===== src/rtl/spireg_pkg.sv =====
package spireg_pkg;
  localparam int BYTE_W = 8;
  localparam int DATA_W = 16;
  localparam int ADDR_W = 7;
  localparam int SLOT_W = 3;
  localparam logic [BYTE_W-1:0] CRC_POLY_REFL = 8'h8C;
  localparam logic [ADDR_W-1:0] A_ID  = 7'h00;
  localparam logic [ADDR_W-1:0] A_CFG = 7'h03;
  localparam logic [ADDR_W-1:0] A_STS = 7'h08;
  localparam logic [ADDR_W-1:0] A_EN  = 7'h09;
  localparam int CFG_CRC_BIT = 1;
  localparam int STS_CRC_BIT = 1;

  function automatic logic [BYTE_W-1:0] crc8_step(input logic [BYTE_W-1:0] crc_in,
                                                  input logic [BYTE_W-1:0] b);
    logic [BYTE_W-1:0] c;
    c = crc_in;
    for (int i = 0; i < BYTE_W; i++) begin
      if (c[0] ^ b[i]) c = (c >> 1) ^ CRC_POLY_REFL;
      else             c = c >> 1;
    end
    return c;
  endfunction

  function automatic logic [BYTE_W-1:0] crc8_frame(input logic [BYTE_W-1:0] cmd,
                                                   input logic [DATA_W-1:0] data);
    logic [BYTE_W-1:0] c;
    c = crc8_step(8'h00, cmd);
    c = crc8_step(c, data[15:8]);
    c = crc8_step(c, data[7:0]);
    return c;
  endfunction
endpackage


===== src/rtl/spireg_sync.sv =====
module spireg_sync #(
  parameter int W = 3,
  parameter int STAGES = 2,
  parameter logic [W-1:0] RST_VAL = '0
) (
  input  logic         clk,
  input  logic         rst_n,
  input  logic [W-1:0] d,
  output logic [W-1:0] q
);
  logic [W-1:0] stg [STAGES];

  for (genvar s = 0; s < STAGES; s++) begin : g_stage
    logic [W-1:0] stg_in;
    if (s == 0) begin : g_first
      assign stg_in = d;
    end else begin : g_next
      assign stg_in = stg[s-1];
    end
    always_ff @(posedge clk or negedge rst_n) begin
      if (!rst_n) stg[s] <= RST_VAL;
      else        stg[s] <= stg_in;
    end
  end

  assign q = stg[STAGES-1];
endmodule


===== src/rtl/spireg_shift.sv =====
module spireg_shift
  import spireg_pkg::*;
(
  input  logic              clk,
  input  logic              rst_n,
  input  logic              sclk_s,
  input  logic              cs_s,
  input  logic              mosi_s,
  input  logic [BYTE_W-1:0] load_data,
  output logic              frame_start,
  output logic              byte_done,
  output logic [BYTE_W-1:0] rx_byte,
  output logic              miso
);
  logic              sclk_q, cs_q;
  logic [2:0]        bit_q, bit_nx;
  logic [BYTE_W-2:0] rx_q, rx_nx;
  logic [BYTE_W-1:0] tx_q, tx_nx;
  logic              rise, fall;

  assign rise        = sclk_s & ~sclk_q & ~cs_s;
  assign fall        = ~sclk_s & sclk_q & ~cs_s;
  assign frame_start = cs_q & ~cs_s;
  assign byte_done   = rise & (bit_q == 3'd7);
  assign rx_byte     = {rx_q, mosi_s};
  assign miso        = tx_q[BYTE_W-1];

  always_comb begin
    bit_nx = bit_q;
    rx_nx  = rx_q;
    tx_nx  = tx_q;
    if (cs_s || frame_start) begin
      bit_nx = '0;
      if (frame_start) tx_nx = '0;
    end else if (rise) begin
      bit_nx = bit_q + 3'd1;
      rx_nx  = rx_byte[BYTE_W-2:0];
      if (byte_done) tx_nx = load_data;
    end else if (fall && bit_q != 3'd0) begin
      tx_nx = {tx_q[BYTE_W-2:0], 1'b0};
    end
  end

  always_ff @(posedge clk or negedge rst_n) begin
    if (!rst_n) begin
      sclk_q <= 1'b0;
      cs_q   <= 1'b1;
      bit_q  <= '0;
      rx_q   <= '0;
      tx_q   <= '0;
    end else begin
      sclk_q <= sclk_s;
      cs_q   <= cs_s;
      bit_q  <= bit_nx;
      rx_q   <= rx_nx;
      tx_q   <= tx_nx;
    end
  end
endmodule


===== src/rtl/spireg_bank.sv =====
module spireg_bank
  import spireg_pkg::*;
#(
  parameter logic [7:0] PROD_ID = 8'hA7,
  parameter logic [7:0] REV_ID  = 8'h02
) (
  input  logic              clk,
  input  logic              rst_n,
  input  logic              wr_en,
  input  logic [ADDR_W-1:0] wr_addr,
  input  logic [DATA_W-1:0] wr_data,
  input  logic [ADDR_W-1:0] rd_addr,
  output logic [DATA_W-1:0] rd_data,
  input  logic              err_set,
  input  logic              rd_clr,
  output logic              crc_en,
  output logic              sts_flag,
  output logic              irq
);
  logic [DATA_W-1:0] cfg_q, cfg_nx, en_q, en_nx;
  logic              sts_q, sts_nx;

  always_comb begin
    cfg_nx = cfg_q;
    en_nx  = en_q;
    sts_nx = sts_q;
    if (wr_en && wr_addr == A_CFG) cfg_nx = wr_data;
    if (wr_en && wr_addr == A_EN)  en_nx  = wr_data;
    if (err_set)     sts_nx = 1'b1;
    else if (rd_clr) sts_nx = 1'b0;
  end

  always_ff @(posedge clk or negedge rst_n) begin
    if (!rst_n) begin
      cfg_q <= '0;
      en_q  <= '0;
      sts_q <= 1'b0;
    end else begin
      cfg_q <= cfg_nx;
      en_q  <= en_nx;
      sts_q <= sts_nx;
    end
  end

  always_comb begin
    rd_data = '0;
    case (rd_addr)
      A_ID:    rd_data = {PROD_ID, REV_ID};
      A_CFG:   rd_data = cfg_q;
      A_STS:   rd_data[STS_CRC_BIT] = sts_q;
      A_EN:    rd_data = en_q;
      default: rd_data = '0;
    endcase
  end

  assign crc_en   = cfg_q[CFG_CRC_BIT];
  assign sts_flag = sts_q;
  assign irq      = sts_q & en_q[STS_CRC_BIT];
endmodule


===== src/rtl/spireg_crc8.sv =====
module spireg_crc8
  import spireg_pkg::*;
#(
  parameter logic [7:0] PROD_ID = 8'hA7,
  parameter logic [7:0] REV_ID  = 8'h02,
  parameter int SYNC_STAGES = 2
) (
  input  logic clk,
  input  logic rst_n,
  input  logic sclk,
  input  logic cs_n,
  input  logic mosi,
  output logic miso,
  output logic irq
);
  logic              sclk_s, cs_s, mosi_s;
  logic              frame_start, byte_done;
  logic [BYTE_W-1:0] rx_byte, load_data;
  logic [SLOT_W-1:0] slot_q, slot_nx;
  logic              crc_mode, crc_mode_nx, crc_en, sts_flag;
  logic [BYTE_W-1:0] cmd_q, cmd_nx, hi_q, hi_nx, lo_q, lo_nx;
  logic [DATA_W-1:0] rdbuf_q, rdbuf_nx, rd_data, wr_data;
  logic              wr_en, err_set, rd_clr, crc_ok, is_rd;
  logic [SLOT_W-1:0] last_slot;

  spireg_sync #(.W(3), .STAGES(SYNC_STAGES), .RST_VAL(3'b010)) u_sync (
    .clk(clk), .rst_n(rst_n), .d({sclk, cs_n, mosi}), .q({sclk_s, cs_s, mosi_s})
  );

  spireg_shift u_shift (
    .clk(clk), .rst_n(rst_n), .sclk_s(sclk_s), .cs_s(cs_s), .mosi_s(mosi_s),
    .load_data(load_data), .frame_start(frame_start), .byte_done(byte_done),
    .rx_byte(rx_byte), .miso(miso)
  );

  spireg_bank #(.PROD_ID(PROD_ID), .REV_ID(REV_ID)) u_bank (
    .clk(clk), .rst_n(rst_n), .wr_en(wr_en), .wr_addr(cmd_q[7:1]), .wr_data(wr_data),
    .rd_addr(rx_byte[7:1]), .rd_data(rd_data), .err_set(err_set), .rd_clr(rd_clr),
    .crc_en(crc_en), .sts_flag(sts_flag), .irq(irq)
  );

  assign is_rd     = cmd_q[0];
  assign last_slot = crc_mode ? SLOT_W'(3) : SLOT_W'(2);
  assign crc_ok    = (crc8_frame(cmd_q, {hi_q, lo_q}) == rx_byte);
  assign wr_data   = crc_mode ? {hi_q, lo_q} : {hi_q, rx_byte};

  always_comb begin
    wr_en   = 1'b0;
    err_set = 1'b0;
    rd_clr  = 1'b0;
    if (byte_done && slot_q != 3'd0) begin
      if (!is_rd && !crc_mode && slot_q == 3'd2) wr_en = 1'b1;
      if (!is_rd && crc_mode && slot_q == 3'd3) begin
        wr_en   = crc_ok;
        err_set = ~crc_ok;
      end
      if (is_rd && slot_q == last_slot && cmd_q[7:1] == A_STS) rd_clr = 1'b1;
    end
  end

  always_comb begin
    load_data = '0;
    case (slot_q)
      3'd0:    load_data = rx_byte[0] ? rd_data[15:8] : '0;
      3'd1:    load_data = is_rd ? rdbuf_q[7:0] : '0;
      3'd2:    load_data = (is_rd && crc_mode) ? crc8_frame(cmd_q, rdbuf_q) : '0;
      default: load_data = '0;
    endcase
  end

  always_comb begin
    slot_nx     = slot_q;
    crc_mode_nx = crc_mode;
    cmd_nx      = cmd_q;
    hi_nx       = hi_q;
    lo_nx       = lo_q;
    rdbuf_nx    = rdbuf_q;
    if (frame_start) begin
      slot_nx     = '0;
      crc_mode_nx = crc_en;
    end else if (byte_done) begin
      if (slot_q != 3'd4) slot_nx = slot_q + 3'd1;
      case (slot_q)
        3'd0: begin
          cmd_nx   = rx_byte;
          rdbuf_nx = rd_data;
        end
        3'd1:    hi_nx = rx_byte;
        3'd2:    lo_nx = rx_byte;
        default: ;
      endcase
    end
  end

  always_ff @(posedge clk or negedge rst_n) begin
    if (!rst_n) begin
      slot_q   <= 3'd4;
      crc_mode <= 1'b0;
      cmd_q    <= '0;
      hi_q     <= '0;
      lo_q     <= '0;
      rdbuf_q  <= '0;
    end else begin
      slot_q   <= slot_nx;
      crc_mode <= crc_mode_nx;
      cmd_q    <= cmd_nx;
      hi_q     <= hi_nx;
      lo_q     <= lo_nx;
      rdbuf_q  <= rdbuf_nx;
    end
  end
endmodule


===== config.mk =====
export PLATFORM = sky130hd
export DESIGN_NAME = spireg_crc8
export DESIGN_NICKNAME = d
export VERILOG_FILES = /design/src/rtl/spireg_pkg.sv /design/src/rtl/spireg_sync.sv /design/src/rtl/spireg_shift.sv /design/src/rtl/spireg_bank.sv /design/src/rtl/spireg_crc8.sv
export SDC_FILE = /design/constraint.sdc
export NUM_CORES = 1
export LEC_CHECK = 0
export BUFFER_PORTS_ARGS = -buffer_cell sky130_fd_sc_hd__clkbuf_2
export CAP_MARGIN = 25
export CORE_ASPECT_RATIO = 0.5
export CORE_MARGIN = 8
export CORE_UTILIZATION = 35
export DETAILED_ROUTE_END_ITERATION = 16
export PLACE_DENSITY_LB_ADDON = 0.3
export SYNTH_ARGS = -nofsm -noshare
export SYNTH_HDL_FRONTEND = slang
export SYNTH_HIERARCHICAL = 1
export SYNTH_SLANG_ARGS = --single-unit

===== constraint.sdc =====
create_clock -name clk -period 9.6 [get_ports clk]
set_clock_uncertainty 0.2 [all_clocks]
set_input_delay 0.48 -clock clk [delete_from_list [all_inputs] [get_ports clk]]
set_output_delay 0.48 -clock clk [all_outputs]
set_load 0.01 [all_outputs]

After elaboration in Yosys (flattened, before gate mapping)
Cells that the tools add are included.
Widths: inputs -> output; s select.
{"block": "op_classes", "n_bitwise": 105, "div_mod_pow": 0, "n_mux": 98, "n_shift": 0, "addsub": 2, "reduce_logical": 29, "n_mul": 0, "n_eq_ne": 15, "order_cmp": 0}
{"cell": "$mux 8", "n": 79}
{"cell": "$not 2->3", "n": 46}
{"cell": "$xor 1x1->1", "n": 46}
{"cell": "$pmux 14 s3", "n": 1}
{"cell": "$eq 7x4->1 const B", "n": 4}
{"cell": "$pmux 8 s3", "n": 1}
{"cell": "$mux 3", "n": 5}
{"cell": "$eq 7x2->1 const B", "n": 2}
{"cell": "$reduce_and 3->1", "n": 4}
{"cell": "$logic_and 1x1->1", "n": 11}
{"cell": "$mux 1", "n": 10}
{"cell": "$reduce_bool 3->1", "n": 3}
{"cell": "$eq 8x8->1", "n": 1}
{"cell": "$reduce_bool 2->1", "n": 4}
{"cell": "$and 1x1->1", "n": 7}
{"cell": "$logic_not 7->1", "n": 1}
{"cell": "$add 3x1->3 const B", "n": 2}
{"cell": "$eq 3x2->1 const B", "n": 2}
{"cell": "$ne 3x3->1 const B", "n": 2}
{"cell": "$not 1->1", "n": 6}
{"cell": "$pmux 1 s4", "n": 1}
{"cell": "$reduce_and 2->1", "n": 2}
{"cell": "$eq 3x1->1 const B", "n": 1}
{"cell": "$eq 3x2->1", "n": 1}
{"cell": "6 further kinds", "n": 7}
{"block": "totals", "elab_cells": 265, "ram_bits": 0, "in_bits": 5, "reg_bits": 103, "latchBits": 0, "n_memories": 0, "mem_bits_ro": 0, "output_inout_bits": 2}

Logic depth before layout (Yosys ltp)
Gate-level depths: netlist (run 1).
{"block": "logic_depth", "word_depth": 75, "mapped_depth": 14, "depth_no_buf": 13}

Cells and area by module
Netlist (run 1), hierarchy kept.
{"module": "spireg_crc8", "seq_area_each_um2": 1102.3, "instances": 1, "area_per_inst_um2": 3422.0, "cells_each": 283}
{"module": "spireg_bank", "seq_area_each_um2": 825.8, "instances": 1, "area_per_inst_um2": 1682.9, "cells_each": 128}
{"module": "spireg_shift", "seq_area_each_um2": 501.7, "instances": 1, "area_per_inst_um2": 973.4, "cells_each": 86}
{"module": "spireg_sync", "seq_area_each_um2": 152.6, "instances": 1, "area_per_inst_um2": 152.6, "cells_each": 6}

Worst setup path after synthesis (run 1)
Ideal clock, no wire load.
{"block": "synth_timing", "kind": "reg2reg", "startpoint": "register cmd_q[1]", "endpoint": "register u_bank.cfg_q[0]", "required_time_ns": 9.275, "stages_incl_launch_ff": 15, "arrival_time_ns": 3.706, "slack_ns": 5.569, "period_less_slack_ns": 4.031, "cell_sequence": "dfrtp_1 inv_1 ha_1 xnor2_4 xnor3_1 xor2_2 or3_1 a21oi_1 a221o_1 and4_1 a31o_1 nor2b_1 nand4b_4 buf_6 mux2_4"}
{"block": "synth_between", "elab_chain_cells": 39, "word_cells_on_any_way": 67}
{"item": "from (decl)", "line_no": "spireg_crc8.sv:21", "rtl": "logic [BYTE_W-1:0] cmd_q, cmd_nx, hi_q, hi_nx, lo_q, lo_nx;"}
{"item": "from (signal assigned)", "line_no": "spireg_crc8.sv:106", "rtl": "cmd_q <= cmd_nx;"}
{"item": "$xor 1x1->1 *", "line_no": "spireg_pkg.sv:19", "rtl": "if (c[0] ^ b[i]) c = (c >> 1) ^ CRC_POLY_REFL;"}
{"item": "$mux 8 *", "line_no": "spireg_pkg.sv:19"}
{"item": "$not 2->3 (no line)"}
{"item": "$mux 8 * (3 in series)", "line_no": "spireg_pkg.sv:19"}
{"item": "$xor 1x1->1", "line_no": "spireg_pkg.sv:19"}
{"item": "$mux 8 *", "line_no": "spireg_pkg.sv:19"}
{"item": "$not 2->3 (no line)"}
{"item": "$mux 8 * (3 in series)", "line_no": "spireg_pkg.sv:19"}
{"item": "[19 not listed]"}
{"item": "$mux 8 *", "line_no": "spireg_pkg.sv:19"}
{"item": "parallel branches: the longest is 1 deep, another holds $xor 1x1->1"}
{"item": "$mux 8 * (2 in series)", "line_no": "spireg_pkg.sv:19"}
{"item": "$eq 8x8->1 *", "line_no": "spireg_crc8.sv:44", "rtl": "assign crc_ok = (crc8_frame(cmd_q, {hi_q, lo_q}) == rx_byte);"}
{"item": "$mux 1 *", "line_no": "spireg_crc8.sv:53", "rtl": "if (!is_rd && crc_mode && slot_q == 3'd3) begin"}
{"item": "$mux 1 *", "line_no": "spireg_crc8.sv:51", "rtl": "if (byte_done && slot_q != 3'd0) begin"}
{"item": "named net wr_en", "line_no": "spireg_crc8.sv:23", "rtl": "logic wr_en, err_set, rd_clr, crc_ok, is_rd;"}
{"item": "$logic_and 1x1->1 *", "line_no": "spireg_bank.sv:27", "rtl": "if (wr_en && wr_addr == A_CFG) cfg_nx = wr_data;"}
{"item": "to (signal assigned)", "line_no": "spireg_bank.sv:39", "rtl": "cfg_q <= cfg_nx;"}
{"item": "to (decl)", "line_no": "spireg_bank.sv:20", "rtl": "logic [DATA_W-1:0] cfg_q, cfg_nx, en_q, en_nx;"}
Mark *: on every way through the listed nets, which the timed path passes.
A chain may end at the register's enable or synchronous reset.

Final worst setup path (run 1)
{"block": "layout_timing", "startpoint": "register cmd_q[1]", "endpoint": "register u_bank.cfg_q[15]"}
Same word-level chain as after synthesis.

==> results of run 1 <==
[where the power goes]
part	switching, uW	internal (uW)	total, uW	leakage (uW)
clock	172	188	360	0.000146
sequential	35.8	444	480	0.00141
combinational	81.7	60.6	142	0.00157
[area by class of cell]
cell class              instances  share of cell area (%)
multi-input cells             368                    51.6
flip-flops and latches        103                    37.9
well taps                     234                    4.30
clock buffers                  10                    3.51
repair buffers                 13                    1.34
clock inverters                 6                   0.753
inverters                      11                   0.606
[metrics by stage]
step	total power, uW	util (%)	worst slack [ns]	area, um2	hold slack [ns]
4_1_cts	996	39.2	5.10	6810	0.0161
3_5_place_dp	632	37.4	5.10	6510	0.137
3_3_place_gp	627	37.4	5.24	6500	0.137
6_report	982	39.2	5.12	6810	0.0225
2_1_floorplan	576	-	5.57	6230	-0.0156
5_1_grt	1030	39.2	4.81	6810	0.0115
[final timing paths]
| path | from | end | slack (ns) | depth (start not counted) |
|---|---|---|---|---|
| setup / recovery | cmd_q[1] | u_bank/cfg_q[15] | 5.12 | 13 |
| hold / removal | cs_n | u_sync/g_stage[1].stg_in[1] | 0.02 | 1 |
| setup reg to reg | cmd_q[1] | u_bank/cfg_q[15] | 5.12 | 13 |
| hold reg to reg | u_sync/g_stage[1].stg_in[0] | u_sync/q[0] | 0.15 | 0 |
| max in group asynchronous | rst_n | crc_mode | 7.58 | 3 |
| min in group asynchronous | rst_n | u_sync/g_stage[1].stg_in[0] | 0.48 | 2 |
[state kept, by name (all words and copies together), names as in the netlist, 7 cells and up]
name / cells
rdbuf_q: 16
u_bank/cfg_q: 16
u_bank/en_q: 16
cmd_q: 8
hi_q: 8
lo_q: 8
u_shift/tx_q: 8
u_shift/rx_q: 7
[timing repair]
action,CTS,global route
hold buffers,1,0
hold endpoints to repair,45,0
resized for setup,0,0
[cells in the final DEF (no fill, tap or decap), types with 8 or more instances in the layout]
cell type	n
clkbuf_16	9
o21ai_1	9
mux2_4	20
nand2_1	28
xnor3_1	11
a22oi_1	18
xor2_1	16
mux2_2	72
nand3_1	8
inv_1	11
ha_1	9
a21oi_1	14
dfrtp_1	99
nor2_1	20
xnor2_1	59
[metal layers]
metal / track usage [%] / vias to the layer above / part of all wire [%]
met2: 20.0 / 62 / 46
met3: 2.63 / 11 / 4.3
met4: 3.88 / 0 / 1.2
met5: 0 / - / 0
met1: 18.5 / 1898 / 49
li1: - / 1785 / -
[logic make-up (layout without fill, tap and decap cells)]
group,count (synthesis),in the layout,share of synthesized area (%)
flip-flops,103,103,41.4
buffers and inverters,32,40,2.43
AO/OA/AOI/OAI,60,60,6.25
multiplexers,94,94,18.2
adder cells (fa/ha/maj),9,9,1.81
XOR/XNOR,103,103,20.2
AND/OR/NAND/NOR,102,102,9.72
==> summary.txt, run 1 <==
P&R area growth vs syn: 9.34%
Final net count: 520
Setup violators final: 0
Post-synthesis cell count: 503
CP Max Fanout: 16
Fin crit period: 4.48 ns
Via density per instance: 5.04
Post-DP HPWL: 10.1 mm
Synth cell count leaders: dfrtp_1 (99), mux2_2 (72), xnor2_1 (59)
Ports: 7
Slew Limit Fails: 0
Placed Cells: 728
Synth Net Count: 517
Share of cells above drive strength 1: 29.9%
Yosys top cell area share: 39.8%
RSZ-0062 raised after global routing: no
Synthesized area: 6230 um2
Peak VDD IR: 0.0807 mV
Unique masters post-synth: 60
Reg area: 2580 um2
Most repeated cell in the gate-level netlist after synthesis: dfrtp_1
Leakage: 0.00313 uW
Hold crit path type: input port to register
Total number of vias: 3756
Avg Cell Area, Syn: 12.4 um2
Core Rows: 34
Hold Violations, Final: 0
Root buffer cell: clkbuf_16
Buffers and inverters on the worst path: 1
Die area: 22600 um2
Setup Fix Bufs, Post-CTS: 0
Detail Route Antenna Nets: 0
Largest net degree at the start of global routing: 56
DRT iter0 DRCs: 217
CTS Buf Count: 9
Seq cells post-synth: 103
Initial antenna violation count: 0
Max Cap Viol: 0
Ys async rst share: 100%
CP startpoint kind: register
Area of the multi-input gates: 3510 um2
Yosys Warn Count: 6
Clk_lat worst skew: 0.35 ns
Slew HR: 45.5%
Number of port buffers: 6
Vias in the first global route: 3859
Critical path class: register to register
GRT Total Usage: 13.1%
Total core area: 17400 um2
Sink Count: 103
H-tree levels: 3
GPL Wtd Cong: 0.787
Drt pass-1 iters: 4
Layout Cells excl Fill: 745
Initial Util: 35.8%
First-pass GRT wire length: 22.5 mm
Post-synthesis sequential area ratio: 41.4%
Die H: 110 um
Delay-heaviest family, CP: simple AND/OR/NAND/NOR gates
Top post-synthesis cells by area: dfrtp_1 (40%), mux2_2 (13%), xnor2_1 (8.3%)
Area leader, netlist: dfrtp_1
WP data arrival: 4.51 ns
CTS tree: yes
Ant diodes: 0
Worst-case clock buffer depth: 2
# DRC: 0
CP Cell Sequence: inv_1 > ha_1 > xnor2_4 > xnor3_1 > xor2_2 > or3_1 > a21oi_1 > a221o_1 > and4_1 > a31o_1 > nor2b_1 > nand4b_4 > mux2_4
Congestion Overflow GR: 0
Drt wl/cell: 18.6 um
Period utilization: 46.6%
Leading register cell type out of synthesis: dfrtp_1
Post-Route WL: 13.9 mm
Die width: 205 um
CP max stage delay: 0.48 ns
Clk pin slew, worst setup/hold paths: 0.07 ns
CP Capture Type: register
Cell area power density: 144 nW/um2
Outcome: finished, final reports clean
Fmax achieved: 223 MHz
Data required time of the worst path: 9.63 ns
Critical path's slowest cell: dfrtp_1
Setup TNS: 0 ns
Filler instances: 1699
Least-Margin Pin Slew: 0.813 ns
Post-synth EDFFs: 0
No activity file was read; power rests on OpenSTA's default activity.
==> run 2: changes to the inputs <==
==> constraint.sdc (replaced) <==
create_clock -name clk -period 4.2 [get_ports clk]
set_clock_uncertainty 0.2 [all_clocks]
set_input_delay 0.21 -clock clk [delete_from_list [all_inputs] [get_ports clk]]
set_output_delay 0.21 -clock clk [all_outputs]
set_load 0.01 [all_outputs]
==> summary.txt, run 2 (synthesis results as in run 1) <==
Critical path class: register to register
# DRC: 0
CP max stage delay: 0.43 ns
Leakage: 0.00328 uW
Worst-case clock buffer depth: 2
Filler instances: 1658
Placed Cells: 747
Ant diodes: 0
Reg2reg setup slack: 0.19 ns
Fmax achieved: 250 MHz
Setup violators final: 0
Total number of vias: 3903
Slew HR: 46.3%
Critical path's slowest cell: xnor3_1
Period utilization: 95.4%
Detail Route Antenna Nets: 0
Drt pass-1 iters: 4
CP startpoint kind: register
Vias in the first global route: 4081
CP Capture Type: register
Ports: 7
Reg area: 2580 um2
Sink Count: 103
Root buffer cell: clkbuf_16
R2R Path End: u_bank/en_q[13]
Share of cells above drive strength 1: 32.6%
Post-Route WL: 14.7 mm
Least-Margin Pin Slew: 0.803 ns
Hold Violations, Final: 0
CP Max Fanout: 16
Die area: 22600 um2
Die H: 110 um
Total core area: 17400 um2
Area of the multi-input gates: 3510 um2
Outcome: finished, final reports clean
Worst Reg-to-Reg Cells: 14
P&R area growth vs syn: 13.6%
CTS resizes: 0
Regs by FF count: rdbuf_q: 16 flops, u_bank/cfg_q: 16 flops, u_bank/en_q: 16 flops
Max Cap Viol: 0
Commonest cells after routing, fill and taps aside: dfrtp_1 (99), mux2_2 (72), xnor2_1 (59), nand2_1 (28), buf_4 (26)
Crit. Startpoint: cmd_q[1]
Core Rows: 34
Clk pin slew, worst setup/hold paths: 0.08 ns
Data required time of the worst path: 4.25 ns
Peak VDD IR: 0.193 mV
Slew Limit Fails: 0
Worst Setup EP: u_bank/en_q[13]
Hold crit path type: input port to async pin
CTS Buf Count: 9
Initial antenna violation count: 0
WP data arrival: 4.06 ns
DRT iter0 DRCs: 264
Reg2reg start: cmd_q[1]
Congestion Overflow GR: 0
Cell area power density: 331 nW/um2
First-pass GRT wire length: 23.6 mm
Setup TNS: 0 ns
Commonest non-fill, non-tap cell in the layout: dfrtp_1
Layout Cells excl Fill: 770
Fin crit period: 4.01 ns
CTS tree: yes
Via density per instance: 5.07
Die width: 205 um
Hold slack final: 0.0775 ns
Largest net degree at the start of global routing: 76
Number of port buffers: 6
Post-DP HPWL: 10.8 mm
RSZ-0062 raised after global routing: no
Drt wl/cell: 19.1 um
GRT Total Usage: 13.8%
CP Cell Sequence: inv_1 > ha_1 > xnor2_4 > xnor3_1 > xor2_2 > or3_1 > a21oi_1 > a221o_1 > and4_1 > a31o_1 > nor2b_1 > nand4b_4 > buf_12 > mux2_4
GPL Wtd Cong: 0.828
Initial Util: 35.8%
Final net count: 545
H-tree levels: 3
Clk_lat worst skew: 0.37 ns
Final Util: 40.7%
[run 2: cell types whose count changed in the layout (fill, tap and decap cells not counted), sizes merged]
cell,before,now
inv,15,13
clkbuf,15,14
clkinv,2,5
dlygate4sd3,1,4
buf,7,29
[run 2: critical path, delay by kind of cell, from the launching register on]
| kind | cells | cell delay [ns] |
|---|---|---|
| and+or+nand+nor | 4 | 1.05 |
| muxes | 1 | 0.30 |
| adders and majority gates | 1 | 0.37 |
| xor gates and xnor gates | 3 | 0.84 |
| AOI/OAI and AO/OA | 3 | 0.44 |
| DFF | 1 | 0.40 |
| buffers and inverters | 2 | 0.29 |
[run 2: timing repair]
action / 4_1_cts / 5_1_grt
hold endpoints to repair: 73 / 0
hold buffers: 4 / 0
endpoints found under the setup margin: 0 / 32
buffers inserted: 0 / 2
[run 2: per-layer routing]
layer / track usage (%) / part of all wire (%)
met1: 19.6 / 48
met4: 4.34 / 1.4
met2: 21.2 / 44
met5: 0 / 0
met3: 2.45 / 6.1
[run 2: area by class of cell]
class                           count  area share, %
Clock buffer                        9           3.18
Clock inverter                      7           1.33
Inverter                           11          0.583
Multi-Input combinational cell    368           49.7
Sequential cell                   103           36.5
Tap cell                          234           4.14
Timing Repair Buffer               38           4.63
[run 2: worst min-delay path by stage]
| stage | from | end | slack [ns] | depth (start not counted) |
|---|---|---|---|---|
| after floorplan | rst_n | cmd_q[0] | -0.29 | 0 |
| after global placement | cs_n | u_sync/g_stage[1].stg_in[1] | 0.10 | 1 |
| after detailed placement | cs_n | u_sync/g_stage[1].stg_in[1] | 0.11 | 1 |
| after CTS | u_sync/g_stage[1].stg_in[1] | u_sync/q[1] | 0.16 | 0 |
| after global routing | rst_n | u_bank/en_q[4] | 0.1 | 2 |
| final | rst_n | u_bank/en_q[4] | 0.08 | 2 |
[run 2: through the flow]
stage                     area, um2  setup WS [ns]  power, uW
after floorplan                6230          0.169       1320
final                          7080          0.194       2340
after global routing           7080         0.0140       2440
after CTS                      7010         0.0343       2370
after global placement         6650          0.120       1470
after detailed placement       6650         0.0643       1470
[run 2: power breakdown]
| part | internal, uW | switching, uW | total (uW) |
|---|---|---|---|
| Clock | 430 | 448 | 879 |
| Combinational | 158 | 250 | 409 |
| Sequential | 1020 | 36.6 | 1050 |
==> run 3: changes to the inputs <==
==> constraint.sdc (replaced) <==
create_clock -name clk -period 4.2 [get_ports clk]
set_clock_uncertainty 0.2 [all_clocks]
set_input_delay 0.84 -clock clk [delete_from_list [all_inputs] [get_ports clk]]
set_output_delay 0.84 -clock clk [all_outputs]
set_load 0.01 [all_outputs]
==> summary.txt, run 3 (synthesis results as in run 1) <==
Outcome: finished, final reports clean
Filler instances: 1661
Initial Util: 35.8%
Setup violators final: 0
P&R area growth vs syn: 12.3%
Placed inst area: 6630 um2
Clock network fraction of total power: 38.6%
GRT Total Usage: 13.4%
Vias in the first global route: 3926
Cell area power density: 335 nW/um2
Ports: 7
Setup TNS: 0 ns
Die area: 22600 um2
Post-route cell area: 7000 um2
CP startpoint kind: register
Total core area: 17400 um2
Core Rows: 34
Post-DP HPWL: 10.5 mm
Reg2reg setup slack: 0.25 ns
Slew HR: 43.5%
RSZ-0062 raised after global routing: no
CP Capture Type: register
CP max stage delay: 0.48 ns
Ant diodes: 0
Clk pin slew, worst setup/hold paths: 0.08 ns
Share of cells above drive strength 1: 32.6%
Crit. Startpoint: cmd_q[1]
Via density per instance: 5.00
Critical path's slowest cell: dfrtp_1
Drt pass-1 iters: 5
CP Cell Sequence: inv_1 > ha_1 > xnor2_4 > xnor3_1 > xor2_2 > or3_1 > a21oi_1 > a221o_1 > and4_1 > a31o_1 > nor2b_2 > nand4b_4 > buf_12 > mux2_4
Sequential Power Share: 45.3%
Detail Route Antenna Nets: 0
Commonest non-fill, non-tap cell in the layout: dfrtp_1
Internal power: 1650 uW
Period utilization: 94.2%
Switching pwr: 696 uW
Critical path class: register to register
CP Max Fanout: 16
Leakage: 0.00323 uW
Die width: 205 um
Hold crit path type: register to register
Worst-case clock buffer depth: 2
Reg area: 2580 um2
Initial antenna violation count: 0
Regs by FF count: rdbuf_q: 16 flops, u_bank/cfg_q: 16 flops, u_bank/en_q: 16 flops
Hold Violations, Final: 0
CTS tree: yes
DRT iter0 DRCs: 182
Gate power share: 16.1%
Fin crit period: 3.95 ns
Number of port buffers: 6
Hold Startpoint: u_sync/g_stage[1].stg_in[0]
First-pass GRT wire length: 23.1 mm
Post-Route WL: 14.1 mm
Commonest cells after routing, fill and taps aside: dfrtp_1 (99), mux2_2 (72), xnor2_1 (59), nand2_1 (28), buf_4 (23)
Drt wl/cell: 18.5 um
Reg2reg start: cmd_q[1]
Hold-fix buffers at CTS: 0
Switching share of power: 29.7%
Sink Count: 103
CTS Buf Count: 9
Slew Limit Fails: 0
Hold slack final: 0.157 ns
Total number of vias: 3807
H-tree levels: 3
Least-Margin Pin Slew: 0.847 ns
Congestion Overflow GR: 0
# DRC: 0
Largest net degree at the start of global routing: 65
WP data arrival: 3.99 ns
Data required time of the worst path: 4.24 ns
Die H: 110 um
Peak VDD IR: 0.192 mV
Final net count: 537
Max Cap Viol: 0
Area of the multi-input gates: 3520 um2
Fmax achieved: 253 MHz
Root buffer cell: clkbuf_16
GPL Wtd Cong: 0.869
Clk_lat worst skew: 0.35 ns
[run 3: cell count changes in the layout (fill, tap and decap cells not counted), sizes merged]
cell         previous run  this run
clkinv                  5         2
bufinv                  0         1
clkinvlp                0         1
dlygate4sd3             4         0
buf                    29        25
inv                    13        14
[run 3: final timing paths]
check | end | cells after the start
min in group asynchronous | u_sync/g_stage[1].stg_in[0] | 1
setup reg to reg | u_bank/en_q[13] | 14
hold / removal | u_sync/q[0] | 0
max in group asynchronous | u_bank/en_q[13] | 2
setup / recovery | u_bank/en_q[13] | 14
hold reg to reg | u_sync/q[0] | 0
[run 3: critical path: cells and delay by family (launching register included)]
kind | cells | cell delay [ns]
simple gates | 4 | 0.91
compound gates | 3 | 0.42
fa+ha+maj | 1 | 0.38
mux | 1 | 0.30
buf+inv | 2 | 0.31
flops | 1 | 0.48
xor+xnor | 3 | 0.83
[run 3: area by class of cell]
class | instances | area share [%]
tap | 234 | 4.18
multi-input combinational | 368 | 50.3
clock inverter | 7 | 1.45
inverter | 11 | 0.590
sequential | 103 | 36.9
clock buffer | 9 | 3.22
timing repair buffer | 30 | 3.40
[run 3: routing by layer]
metal	up-vias	share of wire [%]	global-route usage, %
met3	13	4.8	3.79
met2	70	45	20.6
li1	1807	-	-
met4	0	1.2	3.68
met5	-	0	0
met1	1917	49	18.3
[run 3: power groups by stage]
stage | combinational (uW) | clock [uW] | sequential (uW)
global route | 413 | 977 | 1070
CTS | 380 | 931 | 1060
global placement | 376 | 0 | 1080
detailed placement | 378 | 0 | 1080
finish | 378 | 904 | 1060
floorplan | 249 | 0 | 1070
[run 3: metrics by stage]
stage | setup slack [ns] | total power, uW | cells | util (%)
after global placement | 0.0164 | 1460 | 744 | 38.1
after floorplan | 0.169 | 1320 | 503 | -
after detailed placement | -0.0519 | 1460 | 744 | 38.1
after CTS | 0.126 | 2370 | 762 | 40.2
after global routing | 0.0668 | 2460 | 762 | 40.2
final | 0.245 | 2340 | 762 | 40.2
[run 3: repair_timing]
action | CTS | global route
buffers inserted | 2 | 0
gates resized for setup | 0 | 1
pin swaps | 2 | 0
cloned | 0 | 0
endpoints found under the setup margin | 32 | 31
endpoints found under the hold margin | 0 | 0
